[src/rtl/acorr_pkg.sv]
package acorr_pkg;

  typedef enum logic [0:0] {
    SEQ_IDLE = 1'b0,
    SEQ_RUN  = 1'b1
  } seq_state_e;

  function automatic int unsigned pair_count(input int unsigned n);
    return (n * (n + 1)) / 2;
  endfunction

endpackage

[src/rtl/acorr_addr_gen.sv]
module acorr_addr_gen #(
  parameter int ADDR_W = 11,
  parameter int LEN_W  = 11
) (
  input  logic              clk,
  input  logic              rst_n,
  input  logic              launch,
  input  logic [LEN_W-1:0]  len_in,
  output logic              running,
  output logic [ADDR_W-1:0] idx,
  output logic [ADDR_W-1:0] lag,
  output logic [ADDR_W-1:0] b_addr,
  output logic              pass_end,
  output logic              run_end
);
  import acorr_pkg::*;

  seq_state_e       state_q;
  logic [LEN_W-1:0] len_q;
  logic [LEN_W-1:0] span;
  logic [LEN_W-1:0] top_lag;

  assign running  = (state_q == SEQ_RUN);
  assign top_lag  = len_q - LEN_W'(1);
  assign span     = top_lag - LEN_W'(lag);
  assign pass_end = running && (LEN_W'(idx) == span);
  assign run_end  = pass_end && (LEN_W'(lag) == top_lag);
  assign b_addr   = idx + lag;

  always_ff @(posedge clk or negedge rst_n) begin
    if (!rst_n) begin
      state_q <= SEQ_IDLE;
      idx     <= '0;
      lag     <= '0;
      len_q   <= '0;
    end else begin
      case (state_q)
        SEQ_IDLE: begin
          if (launch) begin
            state_q <= SEQ_RUN;
            idx     <= '0;
            lag     <= '0;
            len_q   <= len_in;
          end
        end
        SEQ_RUN: begin
          if (pass_end) begin
            idx <= '0;
            if (run_end) state_q <= SEQ_IDLE;
            else         lag     <= lag + ADDR_W'(1);
          end else begin
            idx <= idx + ADDR_W'(1);
          end
        end
        default: state_q <= SEQ_IDLE;
      endcase
    end
  end

  AST_B_IN_RANGE: assert property (@(posedge clk) disable iff (!rst_n)
    running |-> (LEN_W'(b_addr) <= top_lag));

  AST_INDEX_STEP: assert property (@(posedge clk) disable iff (!rst_n)
    (running && !pass_end) |=> (running && idx == $past(idx) + ADDR_W'(1) && lag == $past(lag)));

  AST_LAG_STEP: assert property (@(posedge clk) disable iff (!rst_n)
    (pass_end && !run_end) |=> (running && idx == '0 && lag == $past(lag) + ADDR_W'(1)));

  AST_LEN_HELD: assert property (@(posedge clk) disable iff (!rst_n)
    (running && !pass_end) |=> $stable(len_q));

endmodule

[src/rtl/acorr_mac.sv]
module acorr_mac #(
  parameter int SAMPLE_W = 16,
  parameter int ADDR_W   = 11,
  parameter int ACC_W    = 43
) (
  input  logic                       clk,
  input  logic                       rst_n,
  input  logic                       issue_valid,
  input  logic                       issue_last,
  input  logic                       issue_final,
  input  logic [ADDR_W-1:0]          issue_lag,
  input  logic signed [SAMPLE_W-1:0] op_a,
  input  logic signed [SAMPLE_W-1:0] op_b,
  output logic                       in_flight,
  output logic                       wr_en,
  output logic [ADDR_W-1:0]          wr_addr,
  output logic signed [ACC_W-1:0]    wr_data,
  output logic                       run_done
);
  localparam int PROD_W = 2 * SAMPLE_W;

  logic                     v_d, last_d, final_d;
  logic [ADDR_W-1:0]        lag_d;
  logic signed [PROD_W-1:0] prod;
  logic signed [ACC_W-1:0]  acc_q;
  logic signed [ACC_W-1:0]  acc_next;
  logic signed [ACC_W:0]    acc_wide;

  assign prod      = op_a * op_b;
  assign acc_next  = acc_q + {{(ACC_W-PROD_W){prod[PROD_W-1]}}, prod};
  assign acc_wide  = {acc_q[ACC_W-1], acc_q} + {{(ACC_W+1-PROD_W){prod[PROD_W-1]}}, prod};
  assign in_flight = v_d;

  always_ff @(posedge clk or negedge rst_n) begin
    if (!rst_n) begin
      v_d     <= 1'b0;
      last_d  <= 1'b0;
      final_d <= 1'b0;
      lag_d   <= '0;
    end else begin
      v_d     <= issue_valid;
      last_d  <= issue_valid && issue_last;
      final_d <= issue_valid && issue_final;
      lag_d   <= issue_lag;
    end
  end

  always_ff @(posedge clk or negedge rst_n) begin
    if (!rst_n) begin
      acc_q    <= '0;
      wr_en    <= 1'b0;
      wr_addr  <= '0;
      wr_data  <= '0;
      run_done <= 1'b0;
    end else begin
      wr_en    <= v_d && last_d;
      run_done <= v_d && final_d;
      if (v_d) begin
        if (last_d) begin
          acc_q   <= '0;
          wr_addr <= lag_d;
          wr_data <= acc_next;
        end else begin
          acc_q <= acc_next;
        end
      end
    end
  end

  AST_NO_OVERFLOW: assert property (@(posedge clk) disable iff (!rst_n)
    v_d |-> (acc_wide[ACC_W] == acc_wide[ACC_W-1]));

  AST_DONE_WITH_WRITE: assert property (@(posedge clk) disable iff (!rst_n)
    run_done |-> wr_en);

  AST_CLEAR_AFTER_PASS: assert property (@(posedge clk) disable iff (!rst_n)
    (v_d && last_d) |=> (acc_q == '0));

endmodule

[src/rtl/acorr_engine.sv]
module acorr_engine #(
  parameter int SAMPLE_W = 16,
  parameter int MAX_N    = 1500,
  parameter int ADDR_W   = $clog2(MAX_N),
  parameter int LEN_W    = $clog2(MAX_N + 1),
  parameter int ACC_W    = 2 * SAMPLE_W + ADDR_W
) (
  input  logic                       clk,
  input  logic                       rst_n,
  input  logic                       start,
  input  logic [LEN_W-1:0]           n_len,
  output logic                       busy,
  output logic                       done,
  output logic                       rd_a_en,
  output logic [ADDR_W-1:0]          rd_a_addr,
  input  logic signed [SAMPLE_W-1:0] rd_a_data,
  output logic                       rd_b_en,
  output logic [ADDR_W-1:0]          rd_b_addr,
  input  logic signed [SAMPLE_W-1:0] rd_b_data,
  output logic                       res_wr_en,
  output logic [ADDR_W-1:0]          res_wr_addr,
  output logic signed [ACC_W-1:0]    res_wr_data
);
  logic              accept, launch;
  logic              running, in_flight;
  logic              pass_end, run_end;
  logic              mac_done, empty_done;
  logic [ADDR_W-1:0] idx, lag, b_addr;

  assign busy   = running || in_flight;
  assign accept = start && !busy;
  assign launch = accept && (n_len != '0);

  acorr_addr_gen #(
    .ADDR_W (ADDR_W),
    .LEN_W  (LEN_W)
  ) u_addr (
    .clk      (clk),
    .rst_n    (rst_n),
    .launch   (launch),
    .len_in   (n_len),
    .running  (running),
    .idx      (idx),
    .lag      (lag),
    .b_addr   (b_addr),
    .pass_end (pass_end),
    .run_end  (run_end)
  );

  acorr_mac #(
    .SAMPLE_W (SAMPLE_W),
    .ADDR_W   (ADDR_W),
    .ACC_W    (ACC_W)
  ) u_mac (
    .clk         (clk),
    .rst_n       (rst_n),
    .issue_valid (running),
    .issue_last  (pass_end),
    .issue_final (run_end),
    .issue_lag   (lag),
    .op_a        (rd_a_data),
    .op_b        (rd_b_data),
    .in_flight   (in_flight),
    .wr_en       (res_wr_en),
    .wr_addr     (res_wr_addr),
    .wr_data     (res_wr_data),
    .run_done    (mac_done)
  );

  always_ff @(posedge clk or negedge rst_n) begin
    if (!rst_n) empty_done <= 1'b0;
    else        empty_done <= accept && (n_len == '0);
  end

  assign rd_a_en   = running;
  assign rd_b_en   = running;
  assign rd_a_addr = idx;
  assign rd_b_addr = b_addr;
  assign done      = mac_done || empty_done;

  AST_DONE_ENDS_BUSY: assert property (@(posedge clk) disable iff (!rst_n)
    done |-> !busy);

  AST_EMPTY_NO_READ: assert property (@(posedge clk) disable iff (!rst_n)
    empty_done |-> (!rd_a_en && !res_wr_en));

endmodule

[config.mk]
export PLATFORM = sky130hd
export DESIGN_NAME = acorr_engine
export DESIGN_NICKNAME = d
export VERILOG_FILES = /design/src/rtl/acorr_pkg.sv /design/src/rtl/acorr_addr_gen.sv /design/src/rtl/acorr_mac.sv /design/src/rtl/acorr_engine.sv
export SDC_FILE = /design/constraint.sdc
export NUM_CORES = 1
export LEC_CHECK = 0
export ABC_CLOCK_PERIOD_IN_PS = 6700
export CORE_UTILIZATION = 25
export CTS_CLUSTER_DIAMETER = 200
export DETAILED_ROUTE_END_ITERATION = 12
export PLACE_DENSITY_LB_ADDON = 0.2
export SLEW_MARGIN = 15
export SYNTH_ARGS = -nofsm -noshare
export SYNTH_HDL_FRONTEND = slang
export SYNTH_SLANG_ARGS = --single-unit
[constraint.sdc]
create_clock -name clk -period 6.7 [get_ports clk]
set_input_delay 1.005 -clock clk [delete_from_list [all_inputs] [get_ports clk]]
set_output_delay 1.005 -clock clk [all_outputs]
set_load 0.02 [all_outputs]
[Word level (Yosys, flattened, before mapping)]
Index checks and enable logic that the tools add are counted.
Storage, ports and cells
  output and inout bits: 81
  bits of input ports: 46
  word-level logic and storage cells: 55
  register bits after elaboration: 148
Cells by class
  add/subtract/negate cells: 6
  eq/ne operators: 5
  reductions and logical operators: 17
  multiplexer cells: 11
  bitwise gates (word level): 1
  multiply operators: 1
Operators by type and width (count)
  11-bit 2-to-1 mux: 4
  11-bit case mux with 2 select lines: 2
  43-bit adder: 1
  43-bit 2-to-1 mux: 1
  16-bit by 16-bit multiplier with 32-bit output: 1
  11-bit by 1-bit adder with 11-bit output, second input constant: 2
  11-bit equality test: 2
  11-bit adder: 1
  11-bit logical NOT: 1
  11-bit nonzero test: 1
  11-bit by 1-bit subtractor with 11-bit output, second input constant: 1
  11-bit subtractor: 1
  1-bit logical AND: 9
  2-bit inequality test, second input constant: 2
  2-bit AND reduction: 2
  1-bit 2-to-1 mux: 3
  3-bit AND reduction: 1
  1-bit logical OR: 2
  2-bit by 1-bit inequality test with 1-bit output, second input constant: 1
  1-bit case mux with 2 select lines: 1
  1-bit logical NOT: 1
  1-bit inverter: 1

[Longest topological paths before layout]
Gate-level depths: netlist (run 1).
  depth after elaboration: 8
  mapped depth: 33

[By module]
A second synthesis (run 1) with hierarchy kept.
Second synthesis, totals
  cell total of the unflattened synthesis: 2133
  area, all modules: 19336.0 µm²
By module, submodules not included
  acorr_mac: times used 1, area each 16325.7 µm², seq. area each 2827.7 µm², cells an instance 1771
  acorr_addr_gen: times used 1, area each 2922.8 µm², seq. area each 850.8 µm², cells an instance 352
  acorr_engine: times used 1, area each 87.6 µm², seq. area each 25.0 µm², cells an instance 10

[Worst setup path after synthesis (run 1)]
Ideal clock, no wire load.
  path kind: input to register
  from: in rd_a_data[15]
  to: reg u_mac.wr_data[40]
  setup slack: -1932 ps
  arrival time: 8498 ps
  library setup time: 134 ps
  stages: 30
  data required time: 6566 ps
  path through: clkbuf_1 -> nand2_1 -> inv_1 -> fa_1 -> inv_1 -> fa_1 -> fa_1 -> inv_1 -> fa_1 -> fa_1 -> inv_1 -> fa_1 -> inv_1 -> ha_1 -> a222oi_1 -> nor4b_1 -> o31a_1 -> o211ai_1 -> a21oi_1 -> o21ai_0 -> xnor2_1 -> ha_1 -> a21oi_1 -> o21ai_0 -> a21o_1 -> a2111oi_0 -> nor2_1 -> a21oi_1 -> xor2_1 -> o21ai_0
Between the ends
  cells in the longest elaborated chain, start to end: 2
Ends and longest elaborated chain
  start, declared: RTL line acorr_engine.sv:16  | input logic signed [SAMPLE_W-1:0] rd_a_data,
  16-bit by 16-bit multiplier with 32-bit output: RTL line acorr_mac.sv:29  | assign prod = op_a * op_b;
  43-bit adder: RTL line acorr_mac.sv:30  | assign acc_next = acc_q + {{(ACC_W-PROD_W){prod[PROD_W-1]}}, prod};
  end signal, assigned: RTL line acorr_mac.sv:62  | wr_data <= acc_next;
  end, declared: RTL line acorr_mac.sv:17  | output logic signed [ACC_W-1:0] wr_data,
No other way between the ends.
A chain may end at the register's enable or synchronous reset.

[Final worst setup path (run 1)]
  from: in rd_b_data[14]
  to: reg u_mac.wr_data[41]
Between the ends
  cells in the longest elaborated chain, start to end: 2
Ends and longest elaborated chain
  start, declared: RTL line acorr_engine.sv:19  | input logic signed [SAMPLE_W-1:0] rd_b_data,
  16-bit by 16-bit multiplier with 32-bit output: RTL line acorr_mac.sv:29
  43-bit adder: RTL line acorr_mac.sv:30
No other way between the ends.

==> results_dict.tcl, run 1 <==
set metrics [dict create \
    run_status "finished with violations" \
    violations "setup timing" \
    first_global_vias 16500 \
    vias_per_cell 4.41 \
    finClkSkew_ps 11.2 \
    ys_warn_count 0 \
    hold_viol 0 \
    drv_cap 0 \
    path_clk_slew_ps 70 \
    gr-total-overflow 0 \
    dr.pass1.iters 5 \
    synth-seq-area-share_pct 19.8 \
    avgSynthCellArea_um2 9.23 \
    rsz0062_at_grt "yes" \
    setup_violations 58 \
    clk_path_buf_depth 2 \
    synth_edf_count 0 \
    hold_slack_ps 465 \
    place.gp.congestion 0.835 \
    cts.sinks 148 \
    antenna_found_initial 0 \
    slowest_stage "fa_2" \
    min-delay-path-class "reg -> reg" \
    numCtsBuffers 17 \
    cp_data_arrival_time_ps 8310 \
    critPathCaptureType "flop" \
    die_y_um 275 \
    r2r-start "u_addr.len_q[2]$_DFFE_PN0P_" \
    clock.fmax_mhz 125 \
    fin_nets 2965 \
    vias 15300 \
    worst_pin_slew_ps 966 \
    finalInstanceArea_mm2 0.0263 \
    r2r_end "u_addr.lag[8]$_DFFE_PN0P_" \
    totalWireLength_um 53800 \
    place_ws_ps -2380 \
    cp.required_ps 7010 \
    period_needed_ps 8000 \
    hold_depth 1 \
    core_mm2 0.0735 \
    fp-row-count 99 \
    path_class "in -> reg" \
    drt-initial-drc-count 580 \
    cp-start-kind "primary input" \
    wl_per_cell_um 15.5 \
    worstPathMaxFanout 3 \
    dieArea_mm2 0.0758 \
    setup_slack_ps -1300 \
    final_cell_mix "buf_4, inv_1, fa_1" \
    final_common_cell "buf_4" \
    start_util_pct 25.4 \
    grt_max_degree 96 \
    rr_worst_depth 13 \
    critPathMaxStageDelay_ps 570 \
    postRouteAntennaNets 0 \
    antenna_cells 0 \
    finalMaxSlewViolations 0 \
    tritoncts "done" \
    grt_pass1_wl_um 89000 \
    clockRootBuffer "clkbuf_16" \
    placed_cell_area_mm2 0.0236 \
    ys_ff_latch 148 \
    maxSlewHeadroom_pct 35.4 \
    syn_inst 2025 \
    synth-async-reset-ratio_pct 100 \
    grt_usage_pct 14.8 \
    ys.flop_type "dfrtp_1" \
    drive_gt1_share_pct 29.5 \
    netlist_area_mm2 0.0187 \
    synthToLayoutAreaGrowth_pct 40.7 \
    synthesis.nets 2489 \
    critical_path.most_common_cell "fa_1" \
    portBuffers 126 \
    cts_hold_buf 0 \
    io_pins 127 \
    finalCritPeriodShare_pct 119 \
    r2r_slack_ps 2510 \
    dp_hpwl_um 43100 \
    clk_latency_ps 450 \
    die_x_um 275 \
    min_to "u_mac.run_done$_DFF_PN0_" \
    synth.distinct_cells 70 \
    cts-htree-levels 4 \
    hp-start "u_mac.final_d$_DFF_PN0_" \
    drc 0 \
]
[metal layers]
metal	track usage [%]	wire length [um]	up-vias	share of wire (%)
li1	-	-	7451	-
met1	20.7	25600	7626	48
met2	24.4	25700	215	48
met3	1.84	1690	41	3.1
met4	3.00	748	0	1.4
met5	0	0	-	0
[worst max-delay path, delay by kind of cell]
kind	cells	cell delay, ps
adders and majority gates	8	3590
AOI/OAI and AO/OA	12	2170
and+or+nand+nor	2	320
buffers and inverters	9	900
xor gates and xnor gates	2	310
[final cells by class]
| class | instances | area (um^2) |
|---|---|---|
| Clock buffer | 17 | 425 |
| Clock inverter | 15 | 160 |
| Fill cell | 7456 | 47200 |
| Inverter | 352 | 1330 |
| Multi-Input combinational cell | 1461 | 15000 |
| Sequential cell | 148 | 3700 |
| Tap cell | 959 | 1200 |
| Timing Repair Buffer | 521 | 4490 |
[sequential cells by signal, indices dropped and copies added, names as in the netlist, 11 cells and up]
name           count
u_mac.acc_q       43
u_mac.wr_data     43
u_addr.idx        11
u_addr.len_q      11
u_addr.lag        11
u_mac.wr_addr     11
u_mac.lag_d       11
[what timing repair did]
item | in CTS | in global routing
endpoints found under the setup margin | 68 | 64
gates cloned | 4 | 0
setup buffers | 58 | 41
pin swaps | 133 | 109
gates resized for setup | 306 | 167
[synth_stat cells, drive strengths merged, types with 3 or more instances]
master	instances	area, um^2
inv	351	1320
fa	265	5310
nand2	249	935
ha	153	1910
dfrtp	148	3700
and2	123	769
o21ai	104	520
a21oi	90	450
xnor2	70	621
clkbuf	61	229
nor2	56	210
a21o	40	300
xor2	40	350
o2bb2ai	38	333
nand3	17	85.1
nor3	17	90.1
o21bai	16	120
nand4	15	93.8
and3	13	81.3
o21a	13	97.6
mux2	12	135
nor2b	11	68.8
o31ai	11	82.6
or3	10	62.6
nand2b	9	56.3
nor4	8	50.1
nor3b	7	52.6
a21boi	6	45.0
a31oi	6	37.5
o31a	6	52.6
o211ai	5	37.5
a2111oi	4	37.5
or2	4	25.0
a211o	3	26.3
a211oi	3	22.5
buf	3	22.5
nand3b	3	22.5
or4	3	22.5
[per-stage QoR]
stage               utilization, %  std cells  TNS, ps
floorplan                        -       2025   -39270
global placement              32.2       3354  -124130
detailed placement            32.2       3354  -123070
CTS                           34.7       3448   -62220
global route                  35.8       3473   -73260
finish                        35.8       3473   -55270
[cells by family (layout without fill, tap and decap cells)]
group           count (synthesis)  count (layout)  synth area share (%)
simple gates                  551             551                  14.3
fa+ha+maj                     418             418                  38.6
buf+inv                       416             905                  8.42
compound gates                369             369                  12.8
flops                         148             148                  19.8
xor+xnor                      110             110                  5.20
mux                            13              13                 0.777
[worst max path at each step]
stage / from / end / slack [ps] / depth (start not counted)
3_5_place_dp: rd_a_data[6] / u_mac.wr_data[41]$_DFFE_PN0P_ / -2380 / 34
3_3_place_gp: rd_a_data[6] / u_mac.wr_data[41]$_DFFE_PN0P_ / -2350 / 34
5_1_grt: rd_b_data[4] / u_mac.wr_data[41]$_DFFE_PN0P_ / -1610 / 33
4_1_cts: rd_b_data[4] / u_mac.wr_data[42]$_DFFE_PN0P_ / -1390 / 33
6_report: rd_b_data[14] / u_mac.wr_data[41]$_DFFE_PN0P_ / -1300 / 33
2_1_floorplan: rd_b_data[4] / u_mac.acc_q[41]$_DFFE_PN0P_ / -1160 / 32
Power of run 1 is left out: the tool's default activity adds up to more than one toggle a clock period on the data nets, which glitch-free logic cannot reach.
==> inputs of run 2 (changes only) <==
--- a/config.mk
+++ b/config.mk
@@ -10,6 +10,7 @@
 export CTS_CLUSTER_DIAMETER = 200
 export DETAILED_ROUTE_END_ITERATION = 12
 export PLACE_DENSITY_LB_ADDON = 0.2
+export SKIP_LAST_GASP = 1
 export SLEW_MARGIN = 15
 export SYNTH_ARGS = -nofsm -noshare
 export SYNTH_HDL_FRONTEND = slang
==> results_dict.tcl, run 2 (synthesized netlist as in run 1, its figures left out) <==
set metrics [dict create \
    setup_slack_ps -1280 \
    path_class "in -> reg" \
    period_needed_ps 7980 \
    final_cell_mix "inv_1, buf_4, fa_1" \
    clock.fmax_mhz 125 \
    dp_hpwl_um 43100 \
    m1WireLength_um 25700 \
    clk_path_buf_depth 2 \
    start_util_pct 25.4 \
    place_ws_ps -2380 \
    die_x_um 275 \
    first_global_vias 16500 \
    totalWireLength_um 53800 \
    wl_met3_um 1660 \
    fp-row-count 99 \
    finalCritPeriodShare_pct 119 \
    fin_setup_tns_ps -53720 \
    worstPathMaxFanout 7 \
    core_mm2 0.0735 \
    antenna_found_initial 0 \
    cp_data_arrival_time_ps 8280 \
    finalInstanceArea_mm2 0.0263 \
    cts_hold_buf 0 \
    drt-initial-drc-count 568 \
    grt_pass1_wl_um 88900 \
    cts.sinks 148 \
    place.gp.congestion 0.835 \
    violations "setup timing" \
    grt_usage_pct 14.8 \
    min-delay-path-class "reg -> reg" \
    highest_layer "met4" \
    drc 0 \
    run_status "finished with violations" \
    critical_path.most_common_cell "fa_1" \
    grt_max_degree 96 \
    fin_nets 2957 \
    tritoncts "done" \
    dr_wl_met2_um 25800 \
    synthToLayoutAreaGrowth_pct 40.6 \
    worst_pin_slew_ps 975 \
    placed_cell_area_mm2 0.0236 \
    dieArea_mm2 0.0758 \
    top_regs "u_mac.acc_q (43), u_mac.wr_data (43)" \
    vias 15300 \
    io_pins 127 \
    drive_gt1_share_pct 29.2 \
    hold_viol 0 \
    drv_cap 0 \
    maxSlewHeadroom_pct 34.9 \
    final_common_cell "inv_1" \
    wl_per_cell_um 15.5 \
    dr.pass1.iters 5 \
    die_y_um 275 \
    critPathCaptureType "flop" \
    critPathMaxStageDelay_ps 520 \
    clk_latency_ps 450 \
    final_core_util_pct 35.8 \
    clockRootBuffer "clkbuf_16" \
    path_clk_slew_ps 70 \
    slowest_stage "fa_1" \
    numCtsBuffers 17 \
    rsz0062_at_grt "yes" \
    portBuffers 126 \
    setup_violations 58 \
    cp-start-kind "primary input" \
    vias_per_cell 4.42 \
    gr-total-overflow 0 \
    antenna_cells 0 \
    cts-htree-levels 4 \
    finClkSkew_ps 11.3 \
    cp.required_ps 7010 \
    postRouteAntennaNets 0 \
    finalMaxSlewViolations 0 \
]
## run 2: path summary, 6_finish.rpt
kind,slack [ps],from,cells past startpoint,to
max in group asynchronous,4710,rst_n,2,u_mac.acc_q[2]$_DFFE_PN0P_
worst min-delay path,470,u_mac.final_d$_DFF_PN0_,1,u_mac.run_done$_DFF_PN0_
worst max-delay path,-1280,rd_b_data[5],33,u_mac.wr_data[41]$_DFFE_PN0P_
min in group asynchronous,670,rst_n,1,u_mac.wr_data[24]$_DFFE_PN0P_
worst min register to register,470,u_mac.final_d$_DFF_PN0_,1,u_mac.run_done$_DFF_PN0_
worst max register to register,2500,u_addr.len_q[2]$_DFFE_PN0P_,13,u_addr.lag[8]$_DFFE_PN0P_
## run 2: worst max-delay path: cells and delay by family
| kind | cells | cell delay [ps] |
|---|---|---|
| AOI/OAI and AO/OA | 12 | 2160 |
| and+or+nand+nor | 2 | 430 |
| adders and majority gates | 8 | 3540 |
| buffers and inverters | 9 | 810 |
| xor gates and xnor gates | 2 | 310 |
## run 2: final cells by class
class	count	area, um^2
flip-flops and latches	148	3700
clock inverters	15	160
clock buffers	17	425
repair buffers	513	4380
inverters	352	1330
multi-input cells	1461	15100
fillers	7460	47200
well taps	959	1200
## run 2: what timing repair did
action,in CTS,in global routing
buffers inserted,58,30
cloned,4,0
endpoints found under the setup margin,68,64
pin swaps,133,128
gates resized for setup,296,168
## run 2: per-layer routing
layer  global-route usage [%]  up-vias
li1                         -     7440
met1                     20.7     7630
met2                     24.3      205
met3                     1.84       31
met4                     3.00        0
met5                        0        -
## run 2: through the flow
| step | instances | hold WS, ps |
|---|---|---|
| 5_1_grt | 3465 | 496 |
| 6_report | 3465 | 465 |
| 4_1_cts | 3448 | 470 |
| 2_1_floorplan | 2025 | 409 |
| 3_5_place_dp | 3354 | 455 |
| 3_3_place_gp | 3354 | 439 |
Power of run 2 is left out for the same reason.
==> inputs of run 3 (changes only) <==
--- a/config.mk
+++ b/config.mk
@@ -11,7 +11,7 @@
 export DETAILED_ROUTE_END_ITERATION = 12
 export PLACE_DENSITY_LB_ADDON = 0.2
 export SKIP_LAST_GASP = 1
-export SLEW_MARGIN = 15
+export SLEW_MARGIN = 20
 export SYNTH_ARGS = -nofsm -noshare
 export SYNTH_HDL_FRONTEND = slang
 export SYNTH_SLANG_ARGS = --single-unit
==> results of run 3 <==
The final DEF is identical to that of run 2; final timing and power are the same.
Power of run 3 is left out for the same reason.
